### src/rtl/gws_pkg.sv
package gws_pkg;
  // Legality of a window setting: ordered edges, gate clear of recharge,
  // and room for the off level to return before the pattern ends.
  function automatic logic win_ok(input int unsigned per, input int unsigned of_c,
                                  input int unsigned rf, input int unsigned gr,
                                  input int unsigned gf);
    return (of_c >= 1) && (of_c < rf) && (rf <= gr) && (gr < gf) && (gf + 2 <= per);
  endfunction

  // Number of readouts per position; zero is taken as one.
  function automatic int unsigned reads_eff(input int unsigned r);
    return (r == 0) ? 1 : r;
  endfunction
endpackage

### src/rtl/gws_timer.sv
module gws_timer #(
  parameter int T_W     = 8,
  parameter int DEF_PER = 20,
  parameter int DEF_OF  = 2,
  parameter int DEF_RF  = 4,
  parameter int DEF_GR  = 5,
  parameter int DEF_GF  = 9
) (
  input  logic           clk,
  input  logic           rst_n,
  input  logic           go,
  input  logic [T_W-1:0] c_per,
  input  logic [T_W-1:0] c_of,
  input  logic [T_W-1:0] c_rf,
  input  logic [T_W-1:0] c_gr,
  input  logic [T_W-1:0] c_gf,
  output logic           run,
  output logic [T_W-1:0] t,
  output logic [T_W-1:0] sh_per,
  output logic [T_W-1:0] sh_of,
  output logic [T_W-1:0] sh_rf,
  output logic [T_W-1:0] sh_gr,
  output logic [T_W-1:0] sh_gf,
  output logic           pat_end,
  output logic           launch,
  output logic           cfg_reject
);
  import gws_pkg::*;

  logic cfg_good;

  assign cfg_good   = win_ok(int'(c_per), int'(c_of), int'(c_rf), int'(c_gr), int'(c_gf));
  assign pat_end    = run && (t == sh_per - 1'b1);
  assign launch     = (!run || pat_end) && go;
  assign cfg_reject = launch && !cfg_good;

  always_ff @(posedge clk) begin
    if (!rst_n) begin
      run    <= 1'b0;
      t      <= '0;
      sh_per <= T_W'(DEF_PER);
      sh_of  <= T_W'(DEF_OF);
      sh_rf  <= T_W'(DEF_RF);
      sh_gr  <= T_W'(DEF_GR);
      sh_gf  <= T_W'(DEF_GF);
    end else if (!run || pat_end) begin
      t <= '0;
      if (go) begin
        run <= 1'b1;
        if (cfg_good) begin
          sh_per <= c_per;
          sh_of  <= c_of;
          sh_rf  <= c_rf;
          sh_gr  <= c_gr;
          sh_gf  <= c_gf;
        end
      end else begin
        run <= 1'b0;
      end
    end else begin
      t <= t + 1'b1;
    end
  end
endmodule

### src/rtl/gws_pattern.sv
module gws_pattern #(
  parameter int T_W = 8
) (
  input  logic           run,
  input  logic [T_W-1:0] t,
  input  logic [T_W-1:0] sh_of,
  input  logic [T_W-1:0] sh_rf,
  input  logic [T_W-1:0] sh_gr,
  input  logic [T_W-1:0] sh_gf,
  output logic           off,
  output logic           rch,
  output logic           gate
);
  always_comb begin
    off  = !run || (t < sh_of) || (t > sh_gf);
    rch  = run && (t >= sh_of) && (t < sh_rf);
    gate = run && (t >= sh_gr) && (t < sh_gf);
  end
endmodule

### src/rtl/gws_scan.sv
module gws_scan #(
  parameter int NPOS  = 1280,
  parameter int RD_W  = 8,
  localparam int POS_W = $clog2(NPOS)
) (
  input  logic             clk,
  input  logic             rst_n,
  input  logic             pat_end,
  input  logic             scan_en,
  input  logic [RD_W-1:0]  cfg_reads,
  input  logic [POS_W-1:0] cfg_offset,
  output logic [POS_W-1:0] pos,
  output logic             wrap,
  output logic             step
);
  import gws_pkg::*;

  logic [RD_W-1:0] rd_cnt;
  logic [RD_W:0]   nxt_cnt;
  logic            at_last;
  logic            ofs_ok;

  assign nxt_cnt = {1'b0, rd_cnt} + 1'b1;
  assign step    = pat_end && scan_en && (int'(nxt_cnt) >= int'(reads_eff(int'(cfg_reads))));
  assign at_last = (int'(pos) == NPOS - 1);
  assign ofs_ok  = (int'(cfg_offset) < NPOS);

  always_ff @(posedge clk) begin
    if (!rst_n) begin
      pos    <= '0;
      rd_cnt <= '0;
      wrap   <= 1'b0;
    end else begin
      wrap <= 1'b0;
      if (pat_end) begin
        if (!scan_en) begin
          rd_cnt <= '0;
          if (ofs_ok) pos <= cfg_offset;
        end else if (step) begin
          rd_cnt <= '0;
          if (at_last) begin
            pos  <= '0;
            wrap <= 1'b1;
          end else begin
            pos <= pos + 1'b1;
          end
        end else begin
          rd_cnt <= nxt_cnt[RD_W-1:0];
        end
      end
    end
  end
endmodule

### src/rtl/gate_window_seq.sv
module gate_window_seq #(
  parameter int T_W     = 8,
  parameter int RD_W    = 8,
  parameter int NPOS    = 1280,
  parameter int DEF_PER = 20,
  parameter int DEF_OF  = 2,
  parameter int DEF_RF  = 4,
  parameter int DEF_GR  = 5,
  parameter int DEF_GF  = 9,
  localparam int POS_W  = $clog2(NPOS)
) (
  input  logic             clk,
  input  logic             rst_n,
  input  logic             en,
  input  logic             rd_busy,
  input  logic             scan_en,
  input  logic [T_W-1:0]   cfg_period,
  input  logic [T_W-1:0]   cfg_off_fall,
  input  logic [T_W-1:0]   cfg_rch_fall,
  input  logic [T_W-1:0]   cfg_gate_rise,
  input  logic [T_W-1:0]   cfg_gate_fall,
  input  logic [RD_W-1:0]  cfg_reads,
  input  logic [POS_W-1:0] cfg_offset,
  output logic             off,
  output logic             rch,
  output logic             gate,
  output logic             done,
  output logic [POS_W-1:0] pos,
  output logic             scan_wrap
);
  // Internal events, named for the checker.
  logic           run;
  logic [T_W-1:0] t;
  logic [T_W-1:0] sh_per, sh_of, sh_rf, sh_gr, sh_gf;
  logic           pat_end, launch, cfg_reject, pos_step;

  gws_timer #(
    .T_W(T_W), .DEF_PER(DEF_PER), .DEF_OF(DEF_OF), .DEF_RF(DEF_RF),
    .DEF_GR(DEF_GR), .DEF_GF(DEF_GF)
  ) u_timer (
    .clk(clk), .rst_n(rst_n), .go(en && !rd_busy),
    .c_per(cfg_period), .c_of(cfg_off_fall), .c_rf(cfg_rch_fall),
    .c_gr(cfg_gate_rise), .c_gf(cfg_gate_fall),
    .run(run), .t(t),
    .sh_per(sh_per), .sh_of(sh_of), .sh_rf(sh_rf), .sh_gr(sh_gr), .sh_gf(sh_gf),
    .pat_end(pat_end), .launch(launch), .cfg_reject(cfg_reject)
  );

  gws_pattern #(.T_W(T_W)) u_pattern (
    .run(run), .t(t), .sh_of(sh_of), .sh_rf(sh_rf), .sh_gr(sh_gr), .sh_gf(sh_gf),
    .off(off), .rch(rch), .gate(gate)
  );

  gws_scan #(.NPOS(NPOS), .RD_W(RD_W)) u_scan (
    .clk(clk), .rst_n(rst_n), .pat_end(pat_end), .scan_en(scan_en),
    .cfg_reads(cfg_reads), .cfg_offset(cfg_offset),
    .pos(pos), .wrap(scan_wrap), .step(pos_step)
  );

  assign done = pat_end;
endmodule

### config.mk
export PLATFORM = sky130hd
export DESIGN_NAME = gate_window_seq
export DESIGN_NICKNAME = d
export VERILOG_FILES = /design/src/rtl/gws_pkg.sv /design/src/rtl/gws_timer.sv /design/src/rtl/gws_pattern.sv /design/src/rtl/gws_scan.sv /design/src/rtl/gate_window_seq.sv
export SDC_FILE = /design/constraint.sdc
export NUM_CORES = 1
export LEC_CHECK = 0
export ABC_AREA = 1
export ABC_CLOCK_PERIOD_IN_PS = 3050
export CORE_MARGIN = 4
export CORE_UTILIZATION = 45
export CTS_CLUSTER_SIZE = 14
export DETAILED_ROUTE_END_ITERATION = 10
export PLACE_DENSITY_LB_ADDON = 0.25
export SLEW_MARGIN = 20
export SYNTH_ARGS = -nofsm -noshare
export SYNTH_HDL_FRONTEND = slang
export SYNTH_SLANG_ARGS = --single-unit
### constraint.sdc
create_clock -name clk -period 3.05 [get_ports clk]
set_input_delay 0.61 -clock clk [delete_from_list [all_inputs] [get_ports clk]]
set_output_delay 0.61 -clock clk [all_outputs]
set_load 0.01 [all_outputs]
After elaboration in Yosys (flattened, before gate mapping)
Index checks and enable logic that the tools add are counted.
{"block": "totals", "regBits": 69, "input_bits": 64, "word_cells": 64}
{"block": "op_classes", "add_sub_neg": 5, "magnitude_cmp": 13, "eq_ne": 3, "mux": 9, "n_bitwise": 1, "reduce_logical": 23}
{"cell": "two-way mux 11 bit", "count": 4}
{"cell": "< comparator 8 bit", "count": 5}
{"cell": "greater-or-equal comparator 10 x 32 -> 1 bit", "count": 1}
{"cell": "<= comparator 32 x 8 -> 1 bit", "count": 1}
{"cell": "two-way mux 8 bit", "count": 3}
{"cell": "greater-or-equal comparator 8 bit", "count": 2}
{"cell": "logical AND 1 bit", "count": 12}
{"cell": "adder 11 x 1 -> 11 bit, second input constant", "count": 1}
{"cell": "== test 11 bit, second input constant", "count": 1}
{"cell": "< comparator 11 bit, second input constant", "count": 1}
{"cell": "adder 8 x 1 -> 9 bit, second input constant", "count": 1}
{"cell": "adder 8 x 2 -> 9 bit, second input constant", "count": 1}
{"cell": "adder 8 x 1 -> 8 bit, second input constant", "count": 1}
{"cell": "== test 8 bit", "count": 1}
{"cell": "greater-or-equal comparator 8 x 1 -> 1 bit, second input constant", "count": 1}
{"cell": "> comparator 8 bit", "count": 1}
{"cell": "<= comparator 8 bit", "count": 1}
{"cell": "zero test 8 bit", "count": 1}
{"cell": "subtractor 8 x 1 -> 8 bit, second input constant", "count": 1}
{"cell": "AND reduction 3 bit", "count": 2}
{"cell": "AND reduction 4 bit", "count": 1}
{"cell": "logical OR 1 bit", "count": 3}
{"cell": "zero test 1 bit", "count": 2}
{"cell": "two-way mux 1 bit", "count": 2}
{"cell": "4 further kinds", "count": 4}

Logic depth before layout (Yosys ltp)
Gate-level depths: netlist of the first run.
{"block": "depth", "depth_word": 7, "ltp_mapped": 17}

Cells and area by module
A second synthesis of the first run with hierarchy kept.
{"block": "unflattened", "hier_cells": 872, "hier_area_um2": 5604.1}
{"mod": "gws_timer", "n_inst": 1, "cells_per_inst": 489, "area_each_um2": 3199.3, "seq_area_each_um2": 980.9}
{"mod": "gws_scan", "n_inst": 1, "cells_per_inst": 236, "area_each_um2": 1532.7, "seq_area_each_um2": 400.4}
{"mod": "gws_pattern", "n_inst": 1, "cells_per_inst": 145, "area_each_um2": 862.1, "seq_area_each_um2": 0.0}
{"mod": "gate_window_seq", "n_inst": 1, "cells_per_inst": 2, "area_each_um2": 10.0, "seq_area_each_um2": 0.0}

Worst setup path after synthesis of the first run
No wires, ideal clock.
{"block": "synth_path", "path_type": "input to register", "from": "input port cfg_gate_fall[1]", "to": "register u_timer.sh_rf[3]", "t_arrival_ns": 2.691, "slack_ns": 0.246, "path_stages": 16, "path_buffers": 1, "cell_sequence": "inv_1 -> nor3_1 -> nand3_1 -> xor2_1 -> inv_1 -> ha_1 -> nand2_1 -> nor2_1 -> nand3_1 -> nor2_1 -> o21ai_0 -> nor2_2 -> nand3_4 -> buf_2 -> nor2_1 -> nor2_1"}
{"block": "synth_via", "elab_chain_len": 4}
{"element": "start: declaration", "line_no": "gate_window_seq.sv:21", "rtl": "input logic [T_W-1:0] cfg_gate_fall,"}
{"element": "adder 8 x 2 -> 9 bit / < comparator 8 bit (equally long branches)", "line_no": "gws_pkg.sv:7", "rtl": "return (of_c >= 1) && (of_c < rf) && (rf <= gr) && (gr < gf) && (gf + 2 <= per);"}
{"element": "<= comparator 32 x 8 -> 1 bit / logical AND 1 bit (equally long branches)", "line_no": "gws_pkg.sv:7"}
{"element": "logical AND 1 bit (*)", "line_no": "gws_pkg.sv:7"}
{"element": "AND reduction 3 bit (no line) (*)"}
{"element": "end signal: assignment", "line_no": "gws_timer.sv:43", "rtl": "sh_rf <= T_W'(DEF_RF);"}
{"element": "end signal: assignment", "line_no": "gws_timer.sv:53", "rtl": "sh_rf <= c_rf;"}
{"element": "end: declaration", "line_no": "gws_timer.sv:21", "rtl": "output logic [T_W-1:0] sh_rf,"}
Mark *: on every way between the ends. The rest lies on a longest branch, timed or not.
A chain may end at the register's enable or synchronous reset.

Final worst setup path of the first run
{"block": "layout_path", "from": "register u_timer.t[1]", "to": "output port off"}
{"block": "layout_via", "elab_chain_len": 3}
{"element": "start: declaration", "line_no": "gws_timer.sv:18", "rtl": "output logic [T_W-1:0] t,"}
{"element": "start signal: assignment", "line_no": "gws_timer.sv:61", "rtl": "t <= t + 1'b1;"}
{"element": "< comparator 8 bit", "line_no": "gws_pattern.sv:15", "rtl": "off = !run || (t < sh_of) || (t > sh_gf);"}
{"element": "logical OR 1 bit", "line_no": "gws_pattern.sv:15"}
{"element": "logical OR 1 bit (*)", "line_no": "gws_pattern.sv:15"}
{"element": "end: declaration", "line_no": "gate_window_seq.sv:24", "rtl": "output logic off,"}
Marked as above.

==> flow_summary.html, run 1 <==
<table>
<tr><th>Metric</th><th>Value</th></tr>
<tr><th colspan="2">Floorplan</th></tr>
<tr><td>Die Outline Area</td><td>13910 um2</td></tr>
<tr><td>Die width</td><td>118.0 um</td></tr>
<tr><td>Effective utilization at floorplan</td><td>0.4684</td></tr>
<tr><td>Standard cell core area</td><td>11610 um2</td></tr>
<tr><td>Die Y-Extent</td><td>118.0 um</td></tr>
<tr><td>Floorplan row count</td><td>39</td></tr>
<tr><td>Number of I/O pins</td><td>80</td></tr>
<tr><th colspan="2">Timing</th></tr>
<tr><td>Setup ws final</td><td>0.07915 ns</td></tr>
<tr><td>Count of endpoints failing hold in the final timing report</td><td>0</td></tr>
<tr><td>Highest achievable clock rate</td><td>0.3366 GHz</td></tr>
<tr><td>Setup Viol. Count Final</td><td>0</td></tr>
<tr><td>Worst clock skew on the final layout</td><td>0.006962 ns</td></tr>
<tr><td>Period minus WS final</td><td>2.971 ns</td></tr>
<tr><td>Setup TNS</td><td>0 ns</td></tr>
<tr><td>Share of the clock period used by the worst path</td><td>0.9740</td></tr>
<tr><td>Worst slew margin relative to its limit</td><td>0.6657</td></tr>
<tr><td>Max-slew violation count</td><td>0</td></tr>
<tr><td>Transition at the pin with the smallest max-transition slack</td><td>0.5008 ns</td></tr>
<tr><th colspan="2">GRT</th></tr>
<tr><td>GRT Total Usage</td><td>0.2003</td></tr>
<tr><td>Largest net degree at the start of global routing</td><td>42</td></tr>
<tr><td>Global-route wire length before repair</td><td>23300 um</td></tr>
<tr><td>Initial antenna violation count</td><td>0</td></tr>
<tr><td>Sum of overflow across all layers after global routing</td><td>0</td></tr>
<tr><td>Vias in the first global route</td><td>5042</td></tr>
<tr><th colspan="2">Setup path</th></tr>
<tr><td>Worst R2R Path Depth</td><td>14</td></tr>
<tr><td>Maximum fanout encountered on the critical timing path</td><td>8</td></tr>
<tr><td>Worst Path Class, Setup</td><td>register to output port</td></tr>
<tr><td>Reg2Reg Setup Slack</td><td>0.38 ns</td></tr>
<tr><td>Data arrival at the endpoint of the critical path</td><td>2.36 ns</td></tr>
<tr><td>Startpoint kind of the worst setup timing path</td><td>register</td></tr>
<tr><td>Type of element capturing the critical path</td><td>output port</td></tr>
<tr><td>Worst Path Required</td><td>2.44 ns</td></tr>
<tr><td>Crit Reg-Reg Startpoint</td><td>u_scan.rd_cnt[0]</td></tr>
<tr><td>Destination of the worst register-to-register timing path</td><td>u_scan.pos[3]</td></tr>
<tr><th colspan="2">Pwr</th></tr>
<tr><td>Power per cell area</td><td>324.1 nW/um2</td></tr>
<tr><td>LEAKAGE</td><td>3.701 nW</td></tr>
<tr><td>Worst VDD drop</td><td>0.2361 mV</td></tr>
<tr><td>Final Power</td><td>0.002285 W</td></tr>
<tr><th colspan="2">Yosys</th></tr>
<tr><td>YS warnings</td><td>0</td></tr>
<tr><td>Area fraction of the dominant cell type after synthesis</td><td>0.2539</td></tr>
<tr><td>Cells taking the most area after synthesis</td><td>sky130_fd_sc_hd__dfxtp_1 (25%), sky130_fd_sc_hd__ha_1 (17%), sky130_fd_sc_hd__nand2_1 (14%)</td></tr>
<tr><td>Net Count, Synth</td><td>979</td></tr>
<tr><td>Cell type with the largest total area after synthesis</td><td>sky130_fd_sc_hd__dfxtp_1</td></tr>
<tr><td>Yosys cell types</td><td>39</td></tr>
<tr><td>Flops &amp; latches, synth</td><td>69</td></tr>
<tr><td>Cell area after technology mapping</td><td>5440 um2</td></tr>
<tr><td>Post-Synthesis Mean Instance Area</td><td>6.469 um2</td></tr>
<tr><td>Proportion of synthesized chip area in sequential cells</td><td>0.2539</td></tr>
<tr><td>Post-Syn Instances</td><td>841</td></tr>
<tr><th colspan="2">Layout</th></tr>
<tr><td>Layout-stage area growth over the synthesis result</td><td>29.58%</td></tr>
<tr><td>Final standard cell area without fillers</td><td>7049 um2</td></tr>
<tr><td>Ant. Diodes</td><td>0</td></tr>
<tr><td>Commonest cells after routing, fill and taps aside</td><td>sky130_fd_sc_hd__nand2_1 (203), sky130_fd_sc_hd__nor2_1 (136), sky130_fd_sc_hd__inv_1 (126)</td></tr>
<tr><td>FILL cells</td><td>1110</td></tr>
<tr><td>Multi-input combinational cell area</td><td>3516 um2</td></tr>
<tr><td>Proportion of layout cells with a drive suffix above 1</td><td>0.09290</td></tr>
<tr><td>Flip-flop and latch area</td><td>1388 um2</td></tr>
<tr><td>Most frequent standard cell in the layout excluding fill and tap cells</td><td>sky130_fd_sc_hd__nand2_1</td></tr>
<tr><td>Nets@finish</td><td>1091</td></tr>
<tr><th colspan="2">Place</th></tr>
<tr><td>Port buffer count</td><td>79</td></tr>
<tr><td>Detail Placement HPWL</td><td>10750 um</td></tr>
<tr><td>Cell area reported after detailed placement</td><td>6566 um2</td></tr>
<tr><td>Weighted congestion at the end of routability-driven global placement</td><td>0.8463</td></tr>
<tr><td>Placement-stage worst setup slack</td><td>-0.4250 ns</td></tr>
<tr><th colspan="2">Min path</th></tr>
<tr><td>Hold crit path type</td><td>register to register</td></tr>
<tr><td>Hold-critical path depth</td><td>2</td></tr>
<tr><td>Hold path start</td><td>u_timer.sh_gf[0]</td></tr>
<tr><td>Hold EP</td><td>u_timer.sh_gf[0]</td></tr>
<tr><th colspan="2">Clock network</th></tr>
<tr><td>Clock latency reported for the late side of the worst-skew pair</td><td>0.34 ns</td></tr>
<tr><td>Maximum clock insertion buffer count</td><td>2</td></tr>
<tr><td>TritonCTS clock tree</td><td>done</td></tr>
<tr><td>Root Buffer</td><td>sky130_fd_sc_hd__clkbuf_16</td></tr>
<tr><td>H-tree levels</td><td>3</td></tr>
<tr><td>Clock slew at reported path FFs</td><td>0.05 ns</td></tr>
<tr><td>Count of clock tree sinks</td><td>69</td></tr>
<tr><td>Clock buffers created by TritonCTS</td><td>9</td></tr>
<tr><th colspan="2">Routing</th></tr>
<tr><td>Routed WL</td><td>14130 um</td></tr>
<tr><td>DR DRC count</td><td>0</td></tr>
<tr><td>Via-to-Cell Ratio</td><td>4.920</td></tr>
<tr><td>Routed via count</td><td>5417</td></tr>
<tr><td>Post-route antenna net violation count</td><td>0</td></tr>
<tr><td>Wire length per cell</td><td>12.83 um</td></tr>
<tr><td>Detailed router's first-iteration violation count</td><td>337</td></tr>
<tr><td>Initial DRT Pass Iterations</td><td>5</td></tr>
<tr><th colspan="2">Outcome</th></tr>
<tr><td>Run status</td><td>finished, final reports clean</td></tr>
<tr><th colspan="2">Flow run</th></tr>
<tr><td>Total of max-cap violations</td><td>0</td></tr>
</table>
## metrics by stage
stage / util / cells / hold WS, ns
6_report: 0.6070 / 1101 / 0.4634
5_1_grt: 0.6070 / 1101 / 0.4989
4_1_cts: 0.5885 / 1093 / 0.4687
3_5_place_dp: 0.5654 / 1077 / 0.4548
3_3_place_gp: 0.5654 / 1077 / 0.4396
2_1_floorplan: - / 841 / 0.4289
## final cells by class
cell class | count | share of cell area
clock inverter | 6 | 0.004260
timing repair buffer | 118 | 0.1720
sequential | 69 | 0.1968
inverter | 132 | 0.07029
tap | 143 | 0.02538
multi-input combinational | 623 | 0.4988
clock buffer | 10 | 0.03248
## routing by layer
layer	vias up	part of all wire	track usage
li1	2905	-	-
met1	2373	0.50	0.2829
met2	123	0.44	0.3166
met3	16	0.048	0.03220
met4	0	0.015	0.05348
met5	-	0	0
## cell families (layout without fill, tap and decap cells)
kind of cell / Yosys count / after routing / share of synthesized area
AND/OR/NAND/NOR: 441 / 442 / 0.3457
buffers and inverters: 150 / 266 / 0.1102
AO/OA/AOI/OAI: 85 / 85 / 0.08464
adder cells (fa/ha/maj): 74 / 74 / 0.1702
flip-flops: 69 / 69 / 0.2539
XOR/XNOR: 22 / 22 / 0.03542
## cell usage after synthesis (all sizes together)
master and count:
o221ai 1, clkbuf 9, xor2 17, nor3 7, nor3b 3, o21bai 1, ha 74, a211oi 2
o21ai 19, a41o 1, xnor2 5, nand2 207, o22ai 1, or2 1, a21boi 1, dfxtp 69
o211ai 3, a21oi 53, nand3b 5, buf 9, nor4 3, o21a 3, nand3 56, inv 132
nor2 144, nand4 15
## report_power, final
group          switching [W]  internal, W
sequential         0.0000146     0.000921
clock               0.000376     0.000540
combinational       0.000227     0.000207
total               0.000617      0.00167
## worst max-delay path by stage
stage	slack, ns	cells past startpoint	end	from
after floorplan	0.25	16	u_timer.sh_rf[3]	cfg_gate_fall[1]
after global placement	-0.30	18	u_timer.sh_per[5]	cfg_gate_fall[1]
after detailed placement	-0.43	18	u_timer.sh_per[6]	cfg_gate_fall[1]
after CTS	0.04	18	u_timer.sh_gf[2]	cfg_gate_fall[1]
after global routing	-0.02	16	u_timer.sh_gf[2]	cfg_gate_fall[6]
final	0.08	8	off	u_timer.t[1]
## worst max-delay path, cell delays in order (launching register included)
cell,delay [ns]
sky130_fd_sc_hd__dfxtp_4,0.38
sky130_fd_sc_hd__ha_1,0.33
sky130_fd_sc_hd__a21oi_1,0.16
sky130_fd_sc_hd__nor2_1,0.05
sky130_fd_sc_hd__a211oi_1,0.17
sky130_fd_sc_hd__o221ai_1,0.15
sky130_fd_sc_hd__o21ai_0,0.11
sky130_fd_sc_hd__nand3_1,0.14
sky130_fd_sc_hd__clkdlybuf4s50_1,0.52
## repair_timing
item                                    in CTS  in global routing
endpoints found under the setup margin      30                 42
endpoints found under the hold margin        0                  0
pin swaps                                    1                  8
hold buffers                                 0                  0
cloned                                       0                  6
gates resized for setup                      7                 20
setup buffers                                0                  2
## flip-flops by register name, summed over array words and instances, names as in the netlist, 8 cells and up
register        count
u_timer.sh_per      8
u_timer.t           8
u_timer.sh_of       8
u_scan.pos         11
u_scan.rd_cnt       8
u_timer.sh_rf       8
u_timer.sh_gr       8
u_timer.sh_gf       8
Power figures use the tool's default switching activity.
==> run 2: changes to the inputs <==
Settings changed: PLACE_DENSITY from default to 0.68, PLACE_DENSITY_LB_ADDON 0.25 to default.
==> flow_summary.html, run 2 (synthesis results as in run 1) <==
<table>
<tr><th>Metric</th><th>Value</th></tr>
<tr><th colspan="2">Routing</th></tr>
<tr><td>Via-to-Cell Ratio</td><td>4.935</td></tr>
<tr><td>Met3 wire length</td><td>563 um</td></tr>
<tr><td>Length of routed wiring on met1</td><td>7448 um</td></tr>
<tr><td>Initial DRT Pass Iterations</td><td>5</td></tr>
<tr><td>Post-route antenna net violation count</td><td>0</td></tr>
<tr><td>Routed met2 length</td><td>6357 um</td></tr>
<tr><td>Wire length per cell</td><td>13.28 um</td></tr>
<tr><td>Detailed router's first-iteration violation count</td><td>407</td></tr>
<tr><td>Routed via count</td><td>5409</td></tr>
<tr><td>Routed WL</td><td>14550 um</td></tr>
<tr><td>Highest routed metal layer</td><td>met4</td></tr>
<tr><td>DR DRC count</td><td>0</td></tr>
<tr><th colspan="2">Min path</th></tr>
<tr><td>Hold EP</td><td>u_timer.sh_of[1]</td></tr>
<tr><td>Hold path start</td><td>u_timer.sh_of[1]</td></tr>
<tr><td>Hold-critical path depth</td><td>2</td></tr>
<tr><td>Hold crit path type</td><td>register to register</td></tr>
<tr><th colspan="2">Floorplan</th></tr>
<tr><td>Number of I/O pins</td><td>80</td></tr>
<tr><td>Die Y-Extent</td><td>118.0 um</td></tr>
<tr><td>Die Outline Area</td><td>13910 um2</td></tr>
<tr><td>Standard cell core area</td><td>11610 um2</td></tr>
<tr><td>Effective utilization at floorplan</td><td>0.4684</td></tr>
<tr><td>Floorplan row count</td><td>39</td></tr>
<tr><td>Die width</td><td>118.0 um</td></tr>
<tr><th colspan="2">Timing</th></tr>
<tr><td>Unrepaired setup endpoints after global routing</td><td>no</td></tr>
<tr><td>Period minus WS final</td><td>2.920 ns</td></tr>
<tr><td>Worst clock skew on the final layout</td><td>0.008346 ns</td></tr>
<tr><td>Share of the clock period used by the worst path</td><td>0.9575</td></tr>
<tr><td>Worst slew margin relative to its limit</td><td>0.6826</td></tr>
<tr><td>Setup Viol. Count Final</td><td>0</td></tr>
<tr><td>Setup TNS</td><td>0 ns</td></tr>
<tr><td>Max-slew violation count</td><td>0</td></tr>
<tr><td>Transition at the pin with the smallest max-transition slack</td><td>0.4735 ns</td></tr>
<tr><td>Count of endpoints failing hold in the final timing report</td><td>0</td></tr>
<tr><td>Highest achievable clock rate</td><td>0.3424 GHz</td></tr>
<tr><th colspan="2">Pwr</th></tr>
<tr><td>LEAKAGE</td><td>3.646 nW</td></tr>
<tr><td>Worst VDD drop</td><td>0.2634 mV</td></tr>
<tr><td>Power per cell area</td><td>333.8 nW/um2</td></tr>
<tr><td>Final Power</td><td>0.002331 W</td></tr>
<tr><th colspan="2">Layout</th></tr>
<tr><td>Final standard cell area without fillers</td><td>6983 um2</td></tr>
<tr><td>Ant. Diodes</td><td>0</td></tr>
<tr><td>Most frequent standard cell in the layout excluding fill and tap cells</td><td>sky130_fd_sc_hd__nand2_1</td></tr>
<tr><td>Flip-flop and latch area</td><td>1393 um2</td></tr>
<tr><td>Proportion of layout cells with a drive suffix above 1</td><td>0.09339</td></tr>
<tr><td>Reg with most FFs</td><td>u_scan.pos</td></tr>
<tr><td>Commonest cells after routing, fill and taps aside</td><td>sky130_fd_sc_hd__nand2_1 (203), sky130_fd_sc_hd__nor2_1 (135), sky130_fd_sc_hd__inv_1 (127)</td></tr>
<tr><td>Layout-stage area growth over the synthesis result</td><td>28.36%</td></tr>
<tr><td>FILL cells</td><td>1099</td></tr>
<tr><td>Final cell count without fillers</td><td>1096</td></tr>
<tr><td>Number of flip-flops in the largest register</td><td>11</td></tr>
<tr><td>Multi-input combinational cell area</td><td>3501 um2</td></tr>
<tr><td>Nets@finish</td><td>1086</td></tr>
<tr><th colspan="2">Setup path</th></tr>
<tr><td>Data arrival at the endpoint of the critical path</td><td>2.31 ns</td></tr>
<tr><td>Type of element capturing the critical path</td><td>output port</td></tr>
<tr><td>Worst Path Required</td><td>2.44 ns</td></tr>
<tr><td>Largest incremental delay on the critical path</td><td>0.51 ns</td></tr>
<tr><td>Maximum fanout encountered on the critical timing path</td><td>8</td></tr>
<tr><td>Reg2Reg Setup Slack</td><td>0.38 ns</td></tr>
<tr><td>Worst Path Class, Setup</td><td>register to output port</td></tr>
<tr><td>Cell with the largest stage delay on the worst path</td><td>sky130_fd_sc_hd__clkdlybuf4s50_1</td></tr>
<tr><td>Worst R2R Path Depth</td><td>14</td></tr>
<tr><td>Crit path cell chain</td><td>ha_1 &gt; a21oi_1 &gt; nor2_1 &gt; a211oi_2 &gt; o221ai_2 &gt; o21ai_0 &gt; nand3_1 &gt; clkdlybuf4s50_1</td></tr>
<tr><td>Startpoint kind of the worst setup timing path</td><td>register</td></tr>
<tr><td>Crit Reg-Reg Startpoint</td><td>u_scan.rd_cnt[0]</td></tr>
<tr><td>Destination of the worst register-to-register timing path</td><td>u_scan.pos[5]</td></tr>
<tr><th colspan="2">Clock network</th></tr>
<tr><td>Maximum clock insertion buffer count</td><td>2</td></tr>
<tr><td>TritonCTS clock tree</td><td>done</td></tr>
<tr><td>Count of clock tree sinks</td><td>69</td></tr>
<tr><td>H-tree levels</td><td>3</td></tr>
<tr><td>Root Buffer</td><td>sky130_fd_sc_hd__clkbuf_16</td></tr>
<tr><td>Clock slew at reported path FFs</td><td>0.06 ns</td></tr>
<tr><td>Clock latency reported for the late side of the worst-skew pair</td><td>0.34 ns</td></tr>
<tr><td>Post-CTS setup buffers</td><td>0</td></tr>
<tr><td>Clock buffers created by TritonCTS</td><td>9</td></tr>
<tr><th colspan="2">GRT</th></tr>
<tr><td>GRT Total Usage</td><td>0.1995</td></tr>
<tr><td>Initial antenna violation count</td><td>0</td></tr>
<tr><td>Vias in the first global route</td><td>4798</td></tr>
<tr><td>Largest net degree at the start of global routing</td><td>61</td></tr>
<tr><td>Global-route wire length before repair</td><td>23070 um</td></tr>
<tr><td>Sum of overflow across all layers after global routing</td><td>0</td></tr>
<tr><th colspan="2">Place</th></tr>
<tr><td>Detail Placement HPWL</td><td>10920 um</td></tr>
<tr><td>Port buffer count</td><td>79</td></tr>
<tr><td>Weighted congestion at the end of routability-driven global placement</td><td>0.8385</td></tr>
<tr><td>Cell area reported after detailed placement</td><td>6539 um2</td></tr>
<tr><td>Placed instance count</td><td>1075</td></tr>
<tr><th colspan="2">Outcome</th></tr>
<tr><td>Run status</td><td>finished, final reports clean</td></tr>
<tr><th colspan="2">Flow run</th></tr>
<tr><td>Total of max-cap violations</td><td>0</td></tr>
</table>
## run 2: final cells by class
| class | instances | share of cell area |
|---|---|---|
| well taps | 143 | 0.02562 |
| clock inverters | 4 | 0.003225 |
| multi-input cells | 622 | 0.5013 |
| clock buffers | 12 | 0.03673 |
| inverters | 132 | 0.07095 |
| flip-flops and latches | 69 | 0.1994 |
| repair buffers | 114 | 0.1627 |
## run 2: worst max-delay path by stage
stage,slack (ns),start,to
2_1_floorplan,0.25,cfg_gate_fall[1],u_timer.sh_rf[3]
3_5_place_dp,-0.32,cfg_gate_fall[1],u_timer.sh_per[6]
5_1_grt,0.01,u_timer.t[1],off
3_3_place_gp,-0.24,cfg_gate_fall[1],u_timer.sh_of[7]
6_report,0.13,u_timer.t[1],off
4_1_cts,0.03,u_timer.t[6],off
## run 2: through the flow
stage / hold slack (ns) / utilization / setup slack (ns)
after floorplan: 0.4289 / - / 0.2460
after global placement: 0.4411 / 0.5630 / -0.2433
after detailed placement: 0.4434 / 0.5630 / -0.3187
after CTS: 0.4578 / 0.5881 / 0.03060
after global routing: 0.4865 / 0.6013 / 0.01440
final: 0.4604 / 0.6013 / 0.1295
## run 2: power breakdown
group,internal [W],switching [W],total (W),leakage [nW]
clock network,0.000590,0.000385,0.000975,0.138
logic,0.000197,0.000223,0.000421,2.95
registers,0.000921,0.0000146,0.000935,0.561
## run 2: critical path: cells and delay by family (launching register included)
family	cells	cell delay, ns
buf+inv	1	0.51
flops	1	0.38
simple gates	2	0.19
compound gates	4	0.57
fa+ha+maj	1	0.32
## run 2: repair_timing
item / in CTS / in global routing
hold buffers: 0 / 0
endpoints found under the setup margin: 4 / 41
pin swaps: 0 / 4
cloned: 0 / 5
resized for setup: 12 / 16
## run 2: layer usage
layer  up-vias  track usage
li1       2896            -
met1      2386       0.2928
met2       113       0.2979
met4         0      0.05568
met5         -            0
met3        14      0.03556
